**src/rtl/timer_pkg.sv**
```systemverilog
package timer_pkg;
    typedef enum logic [2:0] {
        ST_CLEAR  = 3'd0,
        ST_FORCED = 3'd1,
        ST_WAKE   = 3'd2,
        ST_RUN    = 3'd3,
        ST_TEST   = 3'd4
    } tmr_state_e;
endpackage

```
**src/rtl/tap_edge_sync.sv**
```systemverilog
module tap_edge_sync (
    input  logic clk,
    input  logic rst_n,
    input  logic din,
    output logic fall_stb
);
    logic s1_q, s2_q, s3_q;

    always_ff @(posedge clk or negedge rst_n) begin
        if (!rst_n) begin
            s1_q <= 1'b0;
            s2_q <= 1'b0;
            s3_q <= 1'b0;
        end else begin
            s1_q <= din;
            s2_q <= s1_q;
            s3_q <= s2_q;
        end
    end

    assign fall_stb = s3_q & ~s2_q;
endmodule

```
**src/rtl/tap_sect_ctr.sv**
```systemverilog
module tap_sect_ctr #(
    parameter int W = 8
) (
    input  logic         clk,
    input  logic         rst_n,
    input  logic         clr,
    input  logic         inc,
    output logic [W-1:0] q
);
    always_ff @(posedge clk or negedge rst_n) begin
        if (!rst_n)   q <= '0;
        else if (clr) q <= '0;
        else if (inc) q <= q + W'(1);
    end
endmodule

```
**src/rtl/tap_ctrl_fsm.sv**
```systemverilog
module tap_ctrl_fsm
    import timer_pkg::*;
(
    input  logic clk,
    input  logic rst_n,
    input  logic set_in,
    input  logic rst_in,
    input  logic bypass,
    input  logic stb,
    input  logic tap_bit,
    output logic clr_chain,
    output logic run_en,
    output logic test_en,
    output logic tap_out
);
    tmr_state_e state_q, state_d;
    logic test_req;

    assign test_req = bypass & set_in & rst_in;

    always_ff @(posedge clk or negedge rst_n) begin
        if (!rst_n) state_q <= ST_CLEAR;
        else        state_q <= state_d;
    end

    always_comb begin
        state_d = state_q;
        if (test_req)    state_d = ST_TEST;
        else if (rst_in) state_d = ST_CLEAR;
        else if (set_in) state_d = ST_FORCED;
        else begin
            unique case (state_q)
                ST_CLEAR:  state_d = ST_RUN;
                ST_FORCED: state_d = ST_WAKE;
                ST_WAKE:   state_d = stb ? ST_RUN : ST_WAKE;
                ST_RUN:    state_d = ST_RUN;
                ST_TEST:   state_d = ST_RUN;
                default:   state_d = ST_CLEAR;
            endcase
        end
    end

    always_comb begin
        clr_chain = (set_in | rst_in) & ~(test_req & (state_q == ST_TEST));
        run_en    = 1'b0;
        test_en   = 1'b0;
        tap_out   = 1'b0;
        unique case (state_q)
            ST_CLEAR: begin
                run_en  = stb & ~set_in & ~rst_in;
            end
            ST_FORCED, ST_WAKE: begin
                tap_out = 1'b1;
            end
            ST_RUN: begin
                run_en  = stb & ~set_in & ~rst_in;
                tap_out = tap_bit;
            end
            ST_TEST: begin
                test_en = stb & test_req;
            end
            default: tap_out = 1'b0;
        endcase
    end
endmodule

```
**src/rtl/stage_tap_timer.sv**
```systemverilog
module stage_tap_timer #(
    parameter int STAGES = 24,
    parameter int SECT_W = 8,
    parameter int SEL_W  = 4
) (
    input  logic             clk,
    input  logic             rst_n,
    input  logic             cnt_in,
    input  logic [SEL_W-1:0] sel,
    input  logic             skip_low,
    input  logic             force_hi,
    input  logic             force_lo,
    input  logic             hold,
    input  logic             osc_stop,
    output logic             tap_out
);
    localparam int NSECT    = STAGES / SECT_W;
    localparam int TAP_BASE = SECT_W;
    localparam int IDX_W    = $clog2(STAGES);

    logic              fall_raw, stb_g;
    logic              clr_chain, run_en, test_en, tap_bit;
    logic [NSECT-1:0]  sect_inc;
    logic [STAGES-1:0] chain;
    logic [IDX_W-1:0]  tap_idx;

    tap_edge_sync u_sync (
        .clk(clk), .rst_n(rst_n), .din(cnt_in), .fall_stb(fall_raw)
    );

    assign stb_g = fall_raw & ~hold & ~osc_stop;

    genvar s;
    generate
        for (s = 0; s < NSECT; s++) begin : g_sect
            logic [SECT_W-1:0] q;
            if (s == 0) begin : g_first
                assign sect_inc[s] = test_en | (run_en & ~skip_low);
            end else if (s == 1) begin : g_entry
                assign sect_inc[s] = test_en |
                    (skip_low ? run_en : (sect_inc[0] & ~test_en & (&g_sect[0].q)));
            end else begin : g_rest
                assign sect_inc[s] = test_en |
                    (sect_inc[s-1] & ~test_en & (&g_sect[s-1].q));
            end
            tap_sect_ctr #(.W(SECT_W)) u_ctr (
                .clk(clk), .rst_n(rst_n), .clr(clr_chain),
                .inc(sect_inc[s]), .q(q)
            );
            assign chain[s*SECT_W +: SECT_W] = q;
        end
    endgenerate

    assign tap_idx = IDX_W'(TAP_BASE) + IDX_W'(sel);
    assign tap_bit = chain[tap_idx];

    tap_ctrl_fsm u_fsm (
        .clk(clk), .rst_n(rst_n), .set_in(force_hi), .rst_in(force_lo),
        .bypass(skip_low), .stb(stb_g), .tap_bit(tap_bit),
        .clr_chain(clr_chain), .run_en(run_en), .test_en(test_en),
        .tap_out(tap_out)
    );
endmodule

```
**config.mk**
```make
export PLATFORM = sky130hd
export DESIGN_NAME = stage_tap_timer
export DESIGN_NICKNAME = d
export VERILOG_FILES = /design/src/rtl/timer_pkg.sv /design/src/rtl/tap_edge_sync.sv /design/src/rtl/tap_sect_ctr.sv /design/src/rtl/tap_ctrl_fsm.sv /design/src/rtl/stage_tap_timer.sv
export SDC_FILE = /design/constraint.sdc
export NUM_CORES = 1
export LEC_CHECK = 0
export BUFFER_PORTS_ARGS = -buffer_cell sky130_fd_sc_hd__buf_2
export CAP_MARGIN = 20
export CORE_MARGIN = 2
export CORE_UTILIZATION = 59
export DETAILED_ROUTE_END_ITERATION = 8
export GPL_ROUTABILITY_DRIVEN = 0
export MAX_ROUTING_LAYER = met4
export PLACE_DENSITY = 0.78
export SETUP_SLACK_MARGIN = 0.1
export SLEW_MARGIN = 10
export SYNTH_ARGS = -nofsm -noshare
export SYNTH_HDL_FRONTEND = slang
export SYNTH_SLANG_ARGS = --single-unit
```
**constraint.sdc**
```tcl
create_clock -name clk -period 2.05 [get_ports clk]
set_input_delay 0.1025 -clock clk [delete_from_list [all_inputs] [get_ports clk]]
set_output_delay 0.1025 -clock clk [all_outputs]
set_load 0.05 [all_outputs]
```
==> metrics.txt, run 1 <==
Post-Synthesis Cells=about 160; Setup CP Type=reg2out; worst vdd rail ir drop=about 0.64 mV; die area=about 3400 µm²; Power Density=~530 nW/µm²; WL final=a little under 5 mm; CP startpoint kind=register; unrepaired setup endpoints after global routing=yes; number of synthesis warnings=0; fin worst setup slack=-169 ps; total placed cells including tap cells=209; Worst Max-Slew Pin Slew=slightly below 900 ps; CP max FO=3; CTS Buffer Depth=2; failing checks=negative setup slack; Avg WL per Cell=approximately 21 µm; PortBufs=12; FILL cells=143; Die Y=a little under 60 µm; initial antenna violation count=0; Critical Path RT=between 1500 and 2000 ps; CTS tree=yes; setup TNS=-169 ps; final hold vios=0; commonest cells after routing, fill and taps aside=30 x dfrtp_1, 20 x buf_4, 13 x nor2_1; max-cap violations=0; Die Width=roughly 58 µm; Starting Density=between 60 and 70%; first-pass GRT wire length=6.55 mm; Yosys cell types=39; Vias/cell=about 6.8; skew final=~12 ps; Core Util, Final=slightly above 80%; All-Layer GR Usage=a little over a quarter; period utilization=108%; Worst Path Arrival=between 2000 and 2500 ps; I/O Pins=13; outcome=finished, violations left; Pleak=0.947 nW; DRT Pass-1 Iters=4; layout cell share with drive strength beyond 1=42.9%; commonest non-fill, non-tap cell in the layout=dfrtp_1; DR iter-0 viols=154; synthesis-to-finish area growth=32.5%; Syn Area/Cell=around 11 µm²; Slew Viols, Final=0; multi-input combinational cell area=1060 µm²; DR DRC count=0; row count=19; Final Non-Filler Cells=roughly 240; Sequential Area=roughly 750 µm²; Netlist Area Pre-Place=roughly 1700 µm²; Hold WC Path Type=in2reg; hpwl dp=roughly 2.6 mm; minimum clock period=about 2200 ps; Max Freq=451 MHz; register area share after synthesis=43.5%; flop and latch count out of synthesis=30; Nets=between 200 and 250; Root Buffer=clkbuf_4; core region area=2760 µm²; number of routed nets with antenna violations=0; cts bufs inserted=5; Setup violations, final=1; pin count of the biggest net entering global routing=31; CP Capture Type=primary output; Sink Count=30; Slew HR=approximately two fifths; worst skew pair latency=340 ps; Clock transition at path regs=roughly 90 ps; total number of vias=approximately 1600; H-tree depth=2; vias in the first global route=1480; grt ovf=0; syn nets=178; ANT cells=0
[sequential cells by signal, summed over array words and instances, names as in the netlist]
register and flops:
g_sect.u_ctr.q 24, u_fsm.state_q 3, u_sync.s1_q 1, u_sync.s2_q 1, u_sync.s3_q 1
[metrics by stage]
stage          hold WS [ps]  worst slack [ps]  power, mW  cell area, µm²
6_report               70.6              -169       1.20            2290
3_5_place_dp            176              36.2      0.718            1870
3_3_place_gp            165               149      0.714            1870
4_1_cts                61.9             -96.6       1.16            2040
2_1_floorplan          -193               205      0.669            1730
5_1_grt                61.8              -221       1.25            2290
[critical path: stages (launching register included)]
cell,delay (ps)
dfrtp_1,440
mux4_2,530
mux4_2,500
nor2_2,110
nor3_2,50
buf_6,150
[worst paths after layout]
| kind | to | start | slack [ps] | cells past startpoint |
|---|---|---|---|---|
| max in group asynchronous | g_sect[2].u_ctr.q[6]$_DFFE_PN0P_ | rst_n | 1290 | 2 |
| hold / removal | u_fsm.state_q[0]$_DFF_PN0_ | force_hi | 70 | 3 |
| setup reg to reg | g_sect[1].u_ctr.q[7]$_DFFE_PN0P_ | u_sync.s2_q$_DFF_PN0_ | 60 | 5 |
| min in group asynchronous | g_sect[2].u_ctr.q[2]$_DFFE_PN0P_ | rst_n | 320 | 2 |
| hold reg to reg | u_sync.s2_q$_DFF_PN0_ | u_sync.s1_q$_DFF_PN0_ | 370 | 0 |
| setup / recovery | tap_out | g_sect[1].u_ctr.q[7]$_DFFE_PN0P_ | -170 | 5 |
[power by group]
group          leakage (nW)  switching (mW)  internal (mW)
Sequential            0.409         0.00454          0.598
Clock                0.0446           0.216          0.234
Combinational         0.494          0.0873         0.0622
[final cells by class]
cell class              instances  area share, %
inverters                       3          0.492
clock buffers                   8           3.45
multi-input cells             123           46.2
well taps                      31           1.70
flip-flops and latches         30           32.8
repair buffers                 41           15.3
[Yosys cell counts]
library cell | number | area (µm²)
and3_1 | 6 | 37.5
a21oi_1 | 15 | 75.1
buf_2 | 1 | 5.00
and4_1 | 3 | 26.3
dfrtp_1 | 30 | 751
and2_1 | 1 | 6.26
o21ai_0 | 4 | 20.0
or2_2 | 2 | 12.5
nand3_1 | 8 | 40.0
mux2i_1 | 2 | 20.0
o41ai_1 | 1 | 8.76
a31o_2 | 1 | 8.76
nand2b_1 | 1 | 6.26
a22oi_1 | 1 | 7.51
buf_6 | 1 | 11.3
nand2_1 | 5 | 18.8
nor3_2 | 1 | 10.0
a21oi_2 | 1 | 8.76
xor2_1 | 8 | 70.1
o311ai_1 | 1 | 8.76
nor4_2 | 2 | 25.0
o21a_1 | 2 | 15.0
mux4_2 | 5 | 113
or3_1 | 2 | 12.5
o21ai_2 | 1 | 8.76
ha_1 | 3 | 37.5
buf_4 | 3 | 22.5
o2111ai_1 | 3 | 26.3
inv_1 | 3 | 11.3
or4b_4 | 1 | 13.8
nor3b_1 | 1 | 7.51
o31ai_1 | 11 | 82.6
o211ai_1 | 2 | 15.0
nor3_1 | 1 | 5.00
nor4b_4 | 1 | 23.8
or4_1 | 11 | 82.6
nor2_1 | 15 | 56.3
clkbuf_1 | 2 | 7.51
or2_4 | 1 | 8.76
[what timing repair did]
item | in CTS | in global routing
buffers inserted | 6 | 8
gates resized for setup | 4 | 31
hold endpoints to repair | 32 | 0
endpoints found under the setup margin | 3 | 22
hold buffers | 3 | 0
pin swaps | 1 | 21
gates cloned | 0 | 2
[cells by family after synthesis]
logic type	count (synthesis)	share of synthesized area, %
AOI/OAI and AO/OA	43	16.5
xor gates and xnor gates	8	4.06
adders and majority gates	3	2.17
buffers and inverters	10	3.33
DFF	30	43.5
muxes	7	7.68
and+or+nand+nor	62	22.8
[metal layers]
layer  up-vias  wire length (µm)  global-route usage [%]
li1        718                 -                       -
met2        79              2390                    40.6
met1       788              2020                    35.2
met3        16               326                    7.59
met5         -                 0                       -
met4         0               125                    6.64
Power figures use the tool's default switching activity.
==> run 2: changes to the inputs <==
Settings changed: ABC_AREA set to 1, CORE_UTILIZATION 59 to 60, PLACE_DENSITY 0.78 to 0.79.
==> metrics.txt, run 2 <==
pin count of the biggest net entering global routing=31 (unchanged); Sink Count=30 (unchanged); Avg WL per Cell=11.6 µm (was 20.6 µm); Vias/cell=5.08 (was 6.78); initial antenna violation count=0 (unchanged); Core Util, Final=68.4% (was 82.9%); CTS tree=yes (unchanged); Power Density=575 nW/µm² (was 525 nW/µm²); All-Layer GR Usage=25.1% (was 26.6%); core region area=3050 µm² (was 2760 µm²); commonest non-fill, non-tap cell in the layout=nand2_1 (was dfrtp_1); Slew HR=56.1% (was 41.5%); global route hottest layer=met2 (unchanged); ANT cells=0 (unchanged); highest-delay cell along the critical path=dfrtp_1 (was mux4_2); syn nets=281 (was 178); Hold Path Cell Cnt=3 (unchanged); setup TNS=0 ps (was -169 ps); Hold WC Path Type=in2reg (unchanged); FF-to-FF Start=g_sect[0].u_ctr.q[1]$_DFFE_PN0P_ (was u_sync.s2_q$_DFF_PN0_); top-count cell post-synth=nand2_1 (was dfrtp_1); Netlist Area Pre-Place=1910 µm² (was 1730 µm²); FILL cells=281 (was 143); reg2reg setup slack=320 ps (was 60 ps); Post-synth EDFFs=0 (unchanged); H-tree depth=2 (unchanged); area leader, netlist=dfrtp_1 (unchanged); worst vdd rail ir drop=0.454 mV (was 0.637 mV); PortBufs=12 (unchanged); CP max FO=5 (was 3); Setup CP Type=reg2out (unchanged); minimum clock period=1760 ps (was 2220 ps); FF-to-FF End=g_sect[2].u_ctr.q[7]$_DFFE_PN0P_ (was g_sect[1].u_ctr.q[7]$_DFFE_PN0P_); Async SR Flop Fraction=100% (unchanged); die area=3650 µm² (was 3380 µm²); vias in the first global route=1526 (was 1480); Post-synth top flop=dfrtp_1 (unchanged); top cell type's share of synthesized area=39.3% (was 43.5%); Post-Synthesis Cells=266 (was 163); Hold Crit Start=force_hi (unchanged); cts bufs inserted=5 (unchanged); number of routed nets with antenna violations=0 (unchanged); Min-Delay Endpoint=u_fsm.state_q[0]$_DFF_PN0_ (unchanged); Root Buffer=clkbuf_4 (unchanged); total number of vias=1666 (was 1601); Slew Viols, Final=0 (unchanged); CP startpoint kind=register (unchanged); met1 GRT Util=32.0% (was 35.2%); Setup violations, final=0 (was 1); Die Y=60.5 µm (was 58.1 µm); CTS resizes=0 (was 4); CTS Buffer Depth=2 (unchanged); R2R depth=9 (was 5); Worst Path Buf+Inv=1 (unchanged); commonest cells after routing, fill and taps aside=80 x nand2_1, 32 x nor2_1, 30 x dfrtp_1 (was 30 x dfrtp_1, 20 x buf_4, 13 x nor2_1); Syn Area/Cell=7.19 µm² (was 10.6 µm²); Worst Max-Slew Pin Slew=658 ps (was 877 ps); Slowest Stage Delay on Critical Path=440 ps (was 530 ps); M3 GR Usage=5.97% (was 7.59%); outcome=finished, final reports clean (was finished, violations left); max-cap violations=0 (unchanged); Top Registers=g_sect.u_ctr.q: 24 flops, u_fsm.state_q: 3 flops (unchanged); Clock transition at path regs=100 ps (was 90 ps); Yosys cell types=26 (was 39); # Post-CTS Setup Buffers=0 (was 6); DRT Pass-1 Iters=4 (unchanged); WL final=3.81 mm (was 4.86 mm); flop and latch count out of synthesis=30 (unchanged); Starting Density=62.6% (about the same); final hold vios=0 (unchanged); Max Freq=568 MHz (was 451 MHz); grt ovf=0 (unchanged); largest cells by area after synthesis=dfrtp_1 39%, nand2_1 16%, nand3_1 6.8%, nor2_1 6.3%, inv_1 4.7% (was dfrtp_1 43%, mux4_2 6.5%, o31ai_1 4.8%, or4_1 4.8%, a21oi_1 4.3%); synthesis-to-finish area growth=9.29% (was 32.5%); DR DRC count=0 (unchanged); row count=20 (was 19); Pleak=1.03 nW (was 0.947 nW); Die Width=60.5 µm (was 58.1 µm); Worst Path Arrival=1660 ps (was 2120 ps); Critical Path RT=1950 ps (about the same); Nets=298 (was 219); I/O Pins=13 (unchanged); layout cell share with drive strength beyond 1=13.7% (was 42.9%); DR iter-0 viols=130 (was 154); register area share after synthesis=39.3% (was 43.5%); unrepaired setup endpoints after global routing=no (was yes); worst skew pair latency=340 ps (about the same); CP delay by family, top=flip-flops (was multiplexers); met2 Track Usage GR=38.5% (was 40.6%); first-pass GRT wire length=6.60 mm (was 6.55 mm); CP Capture Type=primary output (unchanged); period utilization=85.8% (was 108%); number of synthesis warnings=0 (unchanged); Top reg by flops=g_sect.u_ctr.q (unchanged); worst path cell trace=nand2_1, nand3_1, nand3_1, a21oi_1, nor2_1, a21oi_1, buf_2 (was mux4_2, mux4_2, nor2_2, nor3_2, buf_6); Largest register FFs=24 (unchanged); hpwl dp=2.80 mm (was 2.63 mm); skew final=9.95 ps (was 12.4 ps); commonest cells in the netlist=80 x nand2_1, 32 x nor2_1, 30 x dfrtp_1 (was 30 x dfrtp_1, 15 x a21oi_1, 15 x nor2_1)
[run 2: how the worst max path moves through the flow]
stage                                startpoint                          endpoint  slack (ps)  cells after the start
2_1_floorplan  g_sect[2].u_ctr.q[1]$_DFFE_PN0P_                           tap_out         430                      6
5_1_grt        g_sect[0].u_ctr.q[1]$_DFFE_PN0P_  g_sect[2].u_ctr.q[7]$_DFFE_PN0P_         120                      9
6_report       g_sect[1].u_ctr.q[4]$_DFFE_PN0P_                           tap_out         290                      7
3_5_place_dp   g_sect[0].u_ctr.q[1]$_DFFE_PN0P_  g_sect[2].u_ctr.q[7]$_DFFE_PN0P_         340                      9
4_1_cts        g_sect[1].u_ctr.q[4]$_DFFE_PN0P_                           tap_out         270                      7
3_3_place_gp   g_sect[0].u_ctr.q[1]$_DFFE_PN0P_  g_sect[2].u_ctr.q[3]$_DFFE_PN0P_         420                      9
[run 2: where the power goes]
group	total, mW	switching, mW	internal [mW]
clock network	0.477	0.224	0.252
logic	0.115	0.0796	0.0358
registers	0.610	0.00930	0.601
total	1.20	0.313	0.889
[run 2: final cells by class]
cell class	count	area, µm²	share of cell area, %
Multi-Input combinational cell	200	995	47.6
Tap cell	44	55.1	2.63
Timing Repair Buffer	15	90.1	4.31
Clock buffer	5	37.5	1.80
Clock inverter	3	40.0	1.92
Sequential cell	30	751	35.9
Inverter	31	121	5.81
[run 2: per-layer routing]
| metal | up-vias | routed length (µm) |
|---|---|---|
| li1 | 890 | - |
| met1 | 745 | 1880 |
| met2 | 21 | 1740 |
| met3 | 10 | 111 |
| met4 | 0 | 78 |
| met5 | - | 0 |
[run 2: worst register-to-register path, cell delays in order, from the launching register on]
cell and delay (ps):
dfrtp_1 410, ha_1 220, nand2_1 90, nor2_1 50, nand2_1 80, inv_1 50
o211ai_2 350, nand3_2 210, nand2_1 120, nand2_1 50
[run 2: logic make-up (layout without fill, tap and decap cells)]
family,Yosys count,count (layout),synth area share [%]
buffers and inverters,36,54,8.70
AO/OA/AOI/OAI,18,18,5.56
XOR/XNOR,10,10,4.58
adder cells (fa/ha/maj),3,3,1.96
flip-flops,30,30,39.3
AND/OR/NAND/NOR,169,169,39.9
[run 2: repair_timing]
item                                    in CTS  in global routing
endpoints found under the hold margin       32                  0
endpoints found under the setup margin       0                  0
hold buffers                                 3                  0
[run 2: through the flow]
stage	power, mW	hold slack (ps)	cells	area [µm²]	worst slack [ps]
finish	1.20	55.2	328	2090	290
global route	1.25	57.8	328	2090	116
CTS	1.21	44.1	328	2090	270
detailed placement	0.734	172	317	1980	338
global placement	0.733	171	317	1980	418
floorplan	0.699	-193	266	1910	431
==> run 3: changes to the inputs <==
Settings changed: PLACE_DENSITY 0.79 to unset, PLACE_DENSITY_LB_ADDON set to 0.3, SYNTH_HIERARCHICAL set to 1.
==> metrics.txt, run 3 <==
hpwl dp=2.77 mm (was 2.80 mm); DR iter-0 viols=87 (was 130); Worst Max-Slew Pin Slew=681 ps (was 658 ps); worst slack at placement=140 ps (was 338 ps); Slew HR=54.6% (was 56.1%); number of routed nets with antenna violations=0 (unchanged); die area=3830 µm² (was 3650 µm²); Hold WC Path Type=in2reg (unchanged); vias in the first global route=1532 (was 1526); Post-Synthesis Cells=281 (was 266); I/O Pins=13 (unchanged); Yosys cell types=24 (was 26); syn nets=296 (was 281); layout cell share with drive strength beyond 1=20.9% (was 13.7%); top cell type's share of synthesized area=37.4% (was 39.3%); setup TNS=0 ps (unchanged); max-cap violations=0 (unchanged); period utilization=90.4% (was 85.8%); Max Freq=540 MHz (was 568 MHz); PortBufs=12 (unchanged); CTS tree=yes (unchanged); total number of vias=1785 (was 1666); first-pass GRT wire length=6.36 mm (was 6.60 mm); Critical Path RT=2290 ps (was 1950 ps); flop and latch count out of synthesis=30 (unchanged); worst skew pair latency=350 ps (was 340 ps); initial antenna violation count=0 (unchanged); Worst Path Arrival=2100 ps (was 1660 ps); ANT cells=0 (unchanged); CP max FO=3 (was 5); Largest register FFs=24 (unchanged); Netlist Area Pre-Place=2010 µm² (was 1910 µm²); Vias/cell=5.13 (was 5.08); core region area=3280 µm² (was 3050 µm²); Pleak=0.972 nW (was 1.03 nW); Top reg by flops=g_sect.u_ctr/q (was g_sect.u_ctr.q); minimum clock period=1850 ps (was 1760 ps); DRT Pass-1 Iters=4 (unchanged); Root Buffer=clkbuf_4 (unchanged); Post-Place Cell Area=2100 µm² (was 1980 µm²); Setup violations, final=0 (unchanged); pin count of the biggest net entering global routing=31 (unchanged); synthesis-to-finish area growth=10.7% (was 9.29%); worst vdd rail ir drop=0.280 mV (was 0.454 mV); DR DRC count=0 (unchanged); commonest cells after routing, fill and taps aside=59 x nand2_1, 47 x inv_1, 30 x nor2_1, 30 x dfrtp_1, 26 x nand3_1 (was 80 x nand2_1, 32 x nor2_1, 30 x dfrtp_1); Clock transition at path regs=100 ps (about the same); CTS Buffer Depth=2 (unchanged); area leader, netlist=dfrtp_1 (unchanged); Power Density=500 nW/µm² (was 575 nW/µm²); Post-synth top flop=dfrtp_1 (unchanged); Nets=316 (was 298); grt ovf=0 (unchanged); WL final=3.99 mm (was 3.81 mm); CP startpoint kind=register (unchanged); Avg WL per Cell=11.5 µm (was 11.6 µm); Setup CP Type=reg2reg (was reg2out); FILL cells=297 (was 281); fin worst setup slack=198 ps (was 290 ps); outcome=finished, final reports clean (unchanged); H-tree depth=2 (unchanged); Slew Viols, Final=0 (unchanged); Starting Density=61.2% (was 62.6%); Die Y=61.9 µm (was 60.5 µm); cts bufs inserted=5 (unchanged); Sink Count=30 (unchanged); skew final=8.08 ps (was 9.95 ps); Die Width=61.9 µm (was 60.5 µm); register area share after synthesis=37.4% (was 39.3%); commonest cells in the netlist=60 x nand2_1, 47 x inv_1, 31 x nor2_1 (was 80 x nand2_1, 32 x nor2_1, 30 x dfrtp_1); row count=21 (was 20); All-Layer GR Usage=23.1% (was 25.1%); post-route cell area=2220 µm² (was 2090 µm²); commonest non-fill, non-tap cell in the layout=nand2_1 (unchanged); unrepaired setup endpoints after global routing=yes (was no); top-count cell post-synth=nand2_1 (unchanged); largest cells by area after synthesis=dfrtp_1 37%, nand2_1 11%, inv_1 8.8%, nand3_1 6.5%, nor2_1 5.8% (was dfrtp_1 39%, nand2_1 16%, nand3_1 6.8%, nor2_1 6.3%, inv_1 4.7%); CP Capture Type=register (was primary output); number of synthesis warnings=6 (was 0); Async SR Flop Fraction=100% (unchanged); final hold vios=0 (unchanged); Top Registers=g_sect.u_ctr/q: 24 flops, u_fsm/state_q: 3 flops (was g_sect.u_ctr.q: 24 flops, u_fsm.state_q: 3 flops); Post-synth EDFFs=0 (unchanged); Syn Area/Cell=7.15 µm² (was 7.19 µm²)
## run 3: worst max-delay path: stages (launching register included)
cell and delay (ps):
dfrtp_1 400, nor2_2 100, nor3b_4 200, nand3_1 110, a21oi_2 140, nand2_1 100
o21ai_2 200, nor2_2 90, nor2_2 180, nand4_1 110, nand2_1 80, nor2_1 40
## run 3: area by class of cell
cell class | instances | area, µm² | share of cell area (%)
Tap cell | 46 | 57.6 | 2.59
Clock inverter | 2 | 12.5 | 0.562
Clock buffer | 6 | 51.3 | 2.31
Sequential cell | 30 | 751 | 33.7
Timing Repair Buffer | 20 | 130 | 5.85
Multi-Input combinational cell | 192 | 1020 | 45.8
Inverter | 52 | 203 | 9.11
## run 3: where the power goes
group	total, mW	internal (mW)	switching, mW
logic	0.118	0.0386	0.0792
clock network	0.392	0.165	0.227
registers	0.603	0.598	0.00560
## run 3: what timing repair did
action                                  in CTS  in global routing
setup buffers                                0                  1
endpoints found under the setup margin       0                 16
resized for setup                            0                  6
endpoints found under the hold margin       32                  0
hold buffers                                 3                  0
## run 3: cells by family (layout without fill, tap and decap cells)
group                    count (synthesis)  in the layout  synth area share (%)
flip-flops                              30             30                  37.4
adder cells (fa/ha/maj)                  3              3                  1.87
AND/OR/NAND/NOR                        163            163                  40.9
AO/OA/AOI/OAI                           26             26                  6.97
buffers and inverters                   59             80                  12.9
## run 3: worst paths after layout
kind / startpoint / end / slack, ps / cells past startpoint
max: u_sync/s2_q$_DFF_PN0_ / g_sect[2].u_ctr/q[6]$_DFFE_PN0P_ / 200 / 11
min: force_hi / u_fsm/state_q[0]$_DFF_PN0_ / 60 / 3
max reg2reg: u_sync/s2_q$_DFF_PN0_ / g_sect[2].u_ctr/q[6]$_DFFE_PN0P_ / 200 / 11
min reg2reg: u_sync/s1_q$_DFF_PN0_ / u_sync/s2_q$_DFF_PN0_ / 360 / 0
max in group asynchronous: rst_n / g_sect[2].u_ctr/q[4]$_DFFE_PN0P_ / 1290 / 2
min in group asynchronous: rst_n / g_sect[1].u_ctr/q[7]$_DFFE_PN0P_ / 320 / 2
## run 3: metrics by stage
| step | util, % | total power, mW | std cells | hold WS [ps] |
|---|---|---|---|---|
| floorplan | - | 0.687 | 281 | -193 |
| global placement | 64.0 | 0.724 | 336 | 185 |
| detailed placement | 64.0 | 0.725 | 336 | 182 |
| CTS | 66.8 | 1.12 | 347 | 48.6 |
| global route | 67.7 | 1.17 | 348 | 44.2 |
| finish | 67.7 | 1.11 | 348 | 57.0 |
## run 3: per-layer routing
layer  global-route usage (%)  share of wire (%)  vias up
li1                         -                  -      935
met1                     27.4                 44      812
met2                     37.9                 50       29
met3                     6.21                4.1        9
met4                     8.21                1.8        0
met5                        -                  0        -
